$ cat src/rtl/mbx_pkg.sv
package mbx_pkg;
  localparam int WORD_W = 32;
  localparam logic [WORD_W-1:0] ST_OK   = 32'h0000_0000;
  localparam logic [WORD_W-1:0] ST_FAIL = 32'h0000_0001;
  localparam logic [WORD_W-1:0] ST_WAIT = 32'hFFFF_FFFF;
endpackage

$ cat src/rtl/mbx_len_lut.sv
module mbx_len_lut #(
  parameter int NUM_CMDS = 10,
  parameter int CMD_W    = 4,
  parameter logic [NUM_CMDS*8-1:0] CMD_BYTES = '0
) (
  input  logic [31:0]      raw_code,
  input  logic [CMD_W-1:0] cur_cmd,
  output logic [CMD_W-1:0] sel_cmd,
  output logic [7:0]       need_bytes
);
  // range check on the written code: only codes strictly between idle and the end
  always_comb begin
    if (raw_code != 32'd0 && raw_code < 32'(NUM_CMDS))
      sel_cmd = raw_code[CMD_W-1:0];
    else
      sel_cmd = '0;
  end

  // payload length lookup for the current operation
  always_comb begin
    need_bytes = 8'd0;
    for (int i = 0; i < NUM_CMDS; i++) begin
      if (cur_cmd == CMD_W'(i))
        need_bytes = CMD_BYTES[i*8 +: 8];
    end
  end
endmodule

$ cat src/rtl/mbx_collector.sv
module mbx_collector #(
  parameter int DEPTH = 8,
  parameter int CNT_W = 4
) (
  input  logic               clk,
  input  logic               rst,
  input  logic               clr,
  input  logic               wr,
  input  logic [31:0]        wdata,
  output logic [CNT_W-1:0]   cnt,
  output logic [DEPTH*32-1:0] words
);
  logic [CNT_W-1:0] base;
  logic             room;

  assign base = clr ? '0 : cnt;
  assign room = (base < CNT_W'(DEPTH));

  always_ff @(posedge clk) begin
    if (rst)
      cnt <= '0;
    else if (wr && room)
      cnt <= base + 1'b1;
    else
      cnt <= base;
  end

  // one register per slot, no reset, written only at the current fill index
  for (genvar i = 0; i < DEPTH; i++) begin : g_slot
    logic [31:0] q;
    always_ff @(posedge clk) begin
      if (wr && room && base == CNT_W'(i))
        q <= wdata;
    end
    assign words[i*32 +: 32] = q;
  end

  p_no_overflow_r10: assert property (@(posedge clk) disable iff (rst)
    cnt <= CNT_W'(DEPTH));

  p_append_r4: assert property (@(posedge clk) disable iff (rst)
    (wr && !clr && cnt < CNT_W'(DEPTH)) |=> cnt == $past(cnt) + 1'b1);
endmodule

$ cat src/rtl/cmd_mailbox_seq.sv
module cmd_mailbox_seq #(
  parameter int NUM_CMDS = 10,
  parameter logic [NUM_CMDS*8-1:0] CMD_BYTES =
    {8'd4, 8'd0, 8'd8, 8'd0, 8'd12, 8'd32, 8'd0, 8'd0, 8'd24, 8'd0},
  localparam int CMD_W = (NUM_CMDS > 2) ? $clog2(NUM_CMDS) : 1,
  localparam int DEPTH = calc_depth(),
  localparam int CNT_W = $clog2(DEPTH + 1)
) (
  input  logic                clk,
  input  logic                rst,
  input  logic                cmd_we,
  input  logic [31:0]         cmd_wdata,
  input  logic                data_we,
  input  logic [31:0]         data_wdata,
  output logic                exec_stb,
  output logic [CMD_W-1:0]    exec_cmd,
  output logic [DEPTH*32-1:0] exec_words,
  input  logic [31:0]         exec_result,
  output logic [31:0]         status
);
  import mbx_pkg::*;

  function automatic int calc_depth();
    int m;
    m = 0;
    for (int i = 0; i < NUM_CMDS; i++)
      if (int'(CMD_BYTES[i*8 +: 8]) > m) m = int'(CMD_BYTES[i*8 +: 8]);
    return (m < 4) ? 1 : (m + 3) / 4;
  endfunction

  logic [CMD_W-1:0] cur_cmd, sel_cmd;
  logic [7:0]       need_bytes;
  logic [CNT_W-1:0] cnt;
  logic [15:0]      have_b;
  logic             armed, fire, col_clr, col_wr;

  mbx_len_lut #(.NUM_CMDS(NUM_CMDS), .CMD_W(CMD_W), .CMD_BYTES(CMD_BYTES)) u_lut (
    .raw_code(cmd_wdata), .cur_cmd(cur_cmd), .sel_cmd(sel_cmd), .need_bytes(need_bytes)
  );

  assign col_clr = cmd_we | fire;
  assign col_wr  = data_we & ~cmd_we;

  mbx_collector #(.DEPTH(DEPTH), .CNT_W(CNT_W)) u_col (
    .clk(clk), .rst(rst), .clr(col_clr), .wr(col_wr), .wdata(data_wdata),
    .cnt(cnt), .words(exec_words)
  );

  assign have_b   = 16'(cnt) << 2;
  assign fire     = armed && (have_b >= 16'(need_bytes));
  assign exec_stb = fire && (cur_cmd != '0);
  assign exec_cmd = cur_cmd;

  always_ff @(posedge clk) begin
    if (rst) begin
      armed   <= 1'b0;
      cur_cmd <= '0;
      status  <= ST_OK;
    end else if (cmd_we) begin
      armed   <= 1'b1;
      cur_cmd <= sel_cmd;
      status  <= ST_WAIT;
    end else if (fire) begin
      status  <= (cur_cmd == '0) ? ST_FAIL : exec_result;
      cur_cmd <= '0;
      armed   <= data_we;
    end else if (data_we) begin
      armed   <= 1'b1;
    end
  end

  p_reset_r1: assert property (@(posedge clk)
    rst |=> (status == ST_OK && !exec_stb));

  p_wait_r3: assert property (@(posedge clk) disable iff (rst)
    cmd_we |=> status == ST_WAIT);

  p_result_r5: assert property (@(posedge clk) disable iff (rst)
    (exec_stb && !cmd_we) |=> status == $past(exec_result));

  p_idle_fail_r7: assert property (@(posedge clk) disable iff (rst)
    (fire && cur_cmd == '0 && !cmd_we) |=> status == ST_FAIL);

  p_single_r12: assert property (@(posedge clk) disable iff (rst)
    (exec_stb && !cmd_we) |=> !exec_stb);
endmodule

$ cat config.mk
export PLATFORM = sky130hd
export DESIGN_NAME = cmd_mailbox_seq
export DESIGN_NICKNAME = d
export VERILOG_FILES = /design/src/rtl/mbx_pkg.sv /design/src/rtl/mbx_len_lut.sv /design/src/rtl/mbx_collector.sv /design/src/rtl/cmd_mailbox_seq.sv
export SDC_FILE = /design/constraint.sdc
export NUM_CORES = 1
export LEC_CHECK = 0
export ABC_CLOCK_PERIOD_IN_PS = 4400
export BUFFER_PORTS_ARGS = -buffer_cell sky130_fd_sc_hd__buf_4
export CAP_MARGIN = 20
export CORE_ASPECT_RATIO = 1.5
export CORE_MARGIN = 4
export CORE_UTILIZATION = 40
export DETAILED_ROUTE_END_ITERATION = 8
export HOLD_SLACK_MARGIN = 0.08
export PLACE_DENSITY_LB_ADDON = 0.12
export SLEW_MARGIN = 0
export SYNTH_ARGS = -nofsm -noshare
export SYNTH_HDL_FRONTEND = slang
export SYNTH_SLANG_ARGS = --single-unit
$ cat constraint.sdc
create_clock -name clk -period 4.4 [get_ports clk]
set_input_delay 1.32 -clock clk [delete_from_list [all_inputs] [get_ports clk]]
set_output_delay 1.32 -clock clk [all_outputs]
set_load 0.005 [all_outputs]
==> results.cfg, run 1 <==
[synthesis]
yosysTopAreaCellShare = 0.791
synth-compound-area-share = 0.0565
ys_seq_area_frac = 0.875
synth_mux_area_frac = 0
syn_area_per_cell_um2 = 21.0
synthXorXnorAreaFrac = 0.000901
synth_top_family_by_area = compound AO/OA/AOI/OAI gates
synthSimpleGateAreaFrac = 0.0472
ys_seq_elements = 297
synthFlopType = edfxtp_1
postSynthCellCount = 463
yosysWarnings = 0
synth_area_leaders = edfxtp_1 79%, dfxtp_1 8.4%, o2bb2ai_2 2.0%
synth.distinct_cells = 48
synthArstFlopShare = 0
synth_area_leader_cell = edfxtp_1
netlist_area_um2 = 9720
yosysMostFrequentCell = edfxtp_1
synth_common_cells = 256 x edfxtp_1, 41 x dfxtp_1, 39 x nor2_1, 19 x o2bb2ai_1, 13 x o2bb2ai_2
synthAdderAreaFrac = 0.0103
synth_edf_count = 256
syn_nets = 571

[final_layout]
regArea_um2 = 8510
synthToLayoutAreaGrowth_pct = 44.2
diodes = 0
multiInputGateArea_um2 = 1150
layout.nets = 990
fillers = 1837
drive_above_1_share = 0.528

[pwr]
leakage_nw = 5.40
powerDensity_nw_per_um2 = 409
ir_drop_mv = 0.266

[cts]
clock_latency_ns = 0.52
ctsHoldBuffers = 0
cts_tree = done
h-tree-depth = 1
clk_pin_slew_ns = 0.06
cts_setup_buffers = 0
numCtsBuffers = 26
cts_sinks = 297
clock_path_buffers = 3
ctsResizeCount = 0
clockRootBuffer = clkbuf_16

[worst_setup_path]
cp-start-kind = register
path_buf_inv = 1
critPathCaptureType = primary output
worst-endpoint-arrival_ns = 2.79
critPathKind = register to primary output
path_cells = or4b_2, ha_1, o211ai_2, o21ai_2, nand2_1, nor2_1, buf_4
crit_fanout = 10
crit_family = simple AND/OR/NAND/NOR gates
cpPeakStageDelay_ns = 0.63
required_ns = 3.08
cp_slowest_cell = or4b_2

[floorplanning]
pin_count = 393
start_util = 0.408
dieArea_um2 = 26900
rows = 69
fp.dieH_um = 199
core_area_um2 = 23800
die_width_um = 135

[detailed_routing]
ant_nets = 0
drt-initial-drc-count = 320
drt_first_pass_iters = 5
wirelength_mm = 27.3
routedWlPerCell_um = 22.3
num_vias = 5999
via_per_inst = 4.92
route.detailed.drc = 0

[grt]
grt_overflow = 0
grt_pass1_wl_mm = 38.7
grt_pass1_vias = 6163
use_met3 = 0.0476
grt_usage = 0.191
grt_util_met1 = 0.204
busiest_layer = met2
antenna_found_initial = 0
grt_max_degree = 42
grt_use_met2 = 0.369

[sta]
finalCriticalPeriod_ns = 4.11
worst_slew_margin_rel = 0.351
finalSetupTns_ns = 0
hold_violations = 0
setup_viol = 0
rsz0062_at_grt = no
drv_slew = 0
post-route-period-util = 0.934
clock_skew_ns = 0.00632
hold_slack_ns = 0.502
worst_pin_slew_ns = 0.973
fmax_mhz = 243

[run]
max-cap-violations = 0

[place]
gp_congestion = 0.789
hpwl_mm = 20.1
port_buffers = 392

[min_path]
hp-class = register to register

[outcome]
status = finished, final reports clean
==> tightest hold or removal path, delay by kind of cell, from the launching register on <==
kind / cells / cell delay (ns)
DFF: 1 / 0.33
AOI/OAI and AO/OA: 1 / 0.09
and+or+nand+nor: 1 / 0.05
==> layer usage <==
layer | part of all wire | wire length (µm)
met1 | 0.34 | 9140
met2 | 0.55 | 15100
met3 | 0.086 | 2330
met4 | 0.026 | 721
met5 | 0 | 0
==> final timing paths <==
| check | startpoint | to | slack (ns) | cells after the start |
|---|---|---|---|---|
| worst min-delay path | status[25]$_SDFFE_PP0P_ | status[25]$_SDFFE_PP0P_ | 0.50 | 2 |
| worst min register to register | status[25]$_SDFFE_PP0P_ | status[25]$_SDFFE_PP0P_ | 0.50 | 2 |
| worst max register to register | exec_cmd[0]$_SDFFE_PP0P_ | u_col.g_slot[4].q[14]$_DFFE_PP_ | 0.70 | 10 |
| worst max-delay path | exec_cmd[0]$_SDFFE_PP0P_ | exec_stb | 0.29 | 7 |
==> cell type report <==
type,count,area share
timing repair buffer,404,0.216
multi-input combinational,149,0.0822
tap,319,0.0285
clock inverter,18,0.0162
sequential,297,0.607
clock buffer,29,0.0487
inverter,4,0.00107
==> placed cells by master, fill, tap and decap left out, types with 2 or more instances in the layout <==
cell	n
nand3b_1	3
nor2_4	4
a21oi_1	3
buf_4	404
nand3_1	6
bufinv_16	5
o2bb2ai_1	19
o2bb2ai_2	13
nor3_1	4
and3_2	4
clkinvlp_4	2
nand4_1	4
clkbuf_1	2
clkinv_2	4
ha_1	8
clkinv_1	4
a22o_1	4
nor2_1	35
nand2_1	5
dfxtp_1	41
edfxtp_1	256
inv_1	4
nor4_1	7
clkinv_4	2
clkbuf_16	27
nor2b_1	3
==> flip-flops by register name (all words and copies together) (netlist names) <==
register / count
exec_cmd: 4
u_col.cnt: 4
u_col.g_slot.q: 256
armed: 1
status: 32
==> power by group <==
| group | leakage, nW | switching (mW) | internal (mW) |
|---|---|---|---|
| Sequential | 2.65 | 0.0194 | 3.09 |
| Combinational | 2.31 | 0.116 | 0.119 |
| Clock | 0.441 | 0.969 | 1.42 |
==> stage by stage <==
| step | std cells | util | instance area (µm²) | setup WS (ns) | total power, mW |
|---|---|---|---|---|---|
| after floorplan | 463 | - | 9720 | 0.258 | 3.23 |
| after global placement | 1173 | 0.550 | 13100 | 0.796 | 3.40 |
| after detailed placement | 1173 | 0.550 | 13100 | 0.696 | 3.41 |
| after CTS | 1220 | 0.588 | 14000 | 0.266 | 5.79 |
| after global routing | 1220 | 0.588 | 14000 | 0.0812 | 5.92 |
| final | 1220 | 0.588 | 14000 | 0.289 | 5.73 |
==> logic make-up after synthesis <==
family	Yosys count
DFF	297
and+or+nand+nor	85
AOI/OAI and AO/OA	55
xor gates and xnor gates	1
adders and majority gates	8
buffers and inverters	17
No activity file was read; power rests on OpenSTA's default activity.
==> run 2: changes to the inputs <==
- ABC_CLOCK_PERIOD_IN_PS: 4400 -> 5300
- clock period: 4.4 -> 5.3 ns (I/O delays scaled with it)
==> run 2 against run 1 <==
Compared with the run above: critical endpoint unchanged; sequential power down 17%; clock power down 17%; largest cell class unchanged; final area down 0.28%; hold slack worse by 0.0049 ns.
==> results.cfg, run 2 (synthesis results as in run 1) <==
[sta]
worst_slack_ns = 0.954
rsz0062_at_grt = no
finalSetupTns_ns = 0
worst_pin_slew_ns = 1.01
fmax_mhz = 230
post-route-period-util = 0.820
worst_slew_margin_rel = 0.326
drv_slew = 0
clock_skew_ns = 0.00995
finalCriticalPeriod_ns = 4.35
hold_violations = 0
setup_viol = 0

[detailed_routing]
num_vias = 5875
drt_first_pass_iters = 4
ant_nets = 0
wirelength_mm = 26.7
drt-initial-drc-count = 303
routedWlPerCell_um = 22.1
via_per_inst = 4.85
route.detailed.drc = 0

[pwr]
ir_drop_mv = 0.216
powerDensity_nw_per_um2 = 340
leakage_nw = 5.36

[final_layout]
fillers = 1866
drive_above_1_share = 0.520
stdcell_count = 1211
fin_area_um2 = 14000
layout.nets = 981
top_regs = u_col.g_slot.q x256, status x32
diodes = 0
most-common-layout-cells = 393 x buf_4, 256 x edfxtp_1, 41 x dfxtp_1
regMostFlops = u_col.g_slot.q
mostFrequentLayoutCell = buf_4
synthToLayoutAreaGrowth_pct = 43.8
largest_reg_flops = 256

[cts]
clockRootBuffer = clkbuf_16
ctsHoldBuffers = 0
clock_latency_ns = 0.52
h-tree-depth = 1
ctsResizeCount = 0
cts_tree = done
cts_sinks = 297
clock_path_buffers = 3
numCtsBuffers = 26
cts_setup_buffers = 0
clk_pin_slew_ns = 0.06

[worst_setup_path]
rr_startpoint = exec_cmd[3]$_SDFFE_PP0P_
crit_fanout = 10
crit_family = simple AND/OR/NAND/NOR gates
r2r-end = u_col.g_slot[7].q[1]$_DFFE_PP_
regToRegSetupSlack_ns = 1.17
cp_slowest_cell = or4b_2
path_cells = or4b_2, ha_1, o211ai_2, o21ai_2, nand2_1, nor2_1, buf_4
cp-start-kind = register
reg2reg_depth = 9
path_buf_inv = 1
cpPeakStageDelay_ns = 0.69
worst-endpoint-arrival_ns = 2.76
critPathKind = register to primary output
critPathCaptureType = primary output
required_ns = 3.71

[grt]
grt_pass1_wl_mm = 37.5
antenna_found_initial = 0
grt_overflow = 0
grt_max_degree = 42
grt_usage = 0.187
grt_pass1_vias = 6054

[place]
place_inst = 1162
port_buffers = 392
dp_slack_ns = 1.17
gp_congestion = 0.840
place_area_um2 = 13000
hpwl_mm = 19.5

[outcome]
status = finished, final reports clean

[min_path]
min_path_cells = 2
hp-class = register to register
hold_path_end = status[23]$_SDFFE_PP0P_
min_from = status[23]$_SDFFE_PP0P_

[floorplanning]
die_width_um = 135
core_area_um2 = 23800
pin_count = 393
start_util = 0.408
rows = 69
fp.dieH_um = 199
dieArea_um2 = 26900

[run]
max-cap-violations = 0
==> run 2: worst register-to-register path, cell delays in order, from the launching register on <==
cell     delay (ns)
dfxtp_1        0.38
or4b_2         0.69
ha_1           0.20
a21oi_1        0.19
o21ai_2        0.18
and2_0         0.45
nor3_1         0.39
ha_1           0.29
nand3_1        0.15
nor2_4         0.81
==> run 2: cell type report <==
class / count / area [µm²] / share of cell area
clock inverters: 16 / 208 / 0.0149
flip-flops and latches: 297 / 8510 / 0.609
repair buffers: 395 / 3010 / 0.215
multi-input cells: 149 / 1150 / 0.0824
inverters: 4 / 15.0 / 0.00107
well taps: 319 / 399 / 0.0286
clock buffers: 31 / 691 / 0.0494
==> run 2: metal layers <==
metal	vias up	wire length [µm]	global-route usage
met5	-	0	0
met4	0	851	0.0687
met3	45	2470	0.0544
met2	316	14700	0.355
met1	2873	8670	0.192
li1	2641	-	-
==> run 2: how the worst max path moves through the flow <==
stage	from	to	slack [ns]	depth (start not counted)
after floorplan	cmd_we	u_col.g_slot[7].q[0]$_DFFE_PP_	0.99	6
after global placement	exec_cmd[3]$_SDFFE_PP0P_	u_col.g_slot[7].q[31]$_DFFE_PP_	1.40	9
after detailed placement	exec_cmd[3]$_SDFFE_PP0P_	u_col.g_slot[7].q[15]$_DFFE_PP_	1.17	9
after CTS	exec_cmd[3]$_SDFFE_PP0P_	exec_stb	0.95	7
after global routing	exec_cmd[3]$_SDFFE_PP0P_	exec_stb	0.79	7
final	exec_cmd[3]$_SDFFE_PP0P_	exec_stb	0.95	7
==> run 2: metrics by stage <==
step	power, mW	hold slack (ns)	util
2_1_floorplan	2.68	0.496	-
3_3_place_gp	2.82	0.482	0.547
3_5_place_dp	2.83	0.484	0.547
4_1_cts	4.80	0.500	0.584
5_1_grt	4.92	0.534	0.587
6_report	4.75	0.497	0.587
==> run 2: report_power, final <==
group	switching [mW]	internal [mW]	total, mW
Clock	0.802	1.17	1.97
Combinational	0.0936	0.0979	0.192
Sequential	0.0165	2.57	2.59
Total	0.912	3.84	4.75
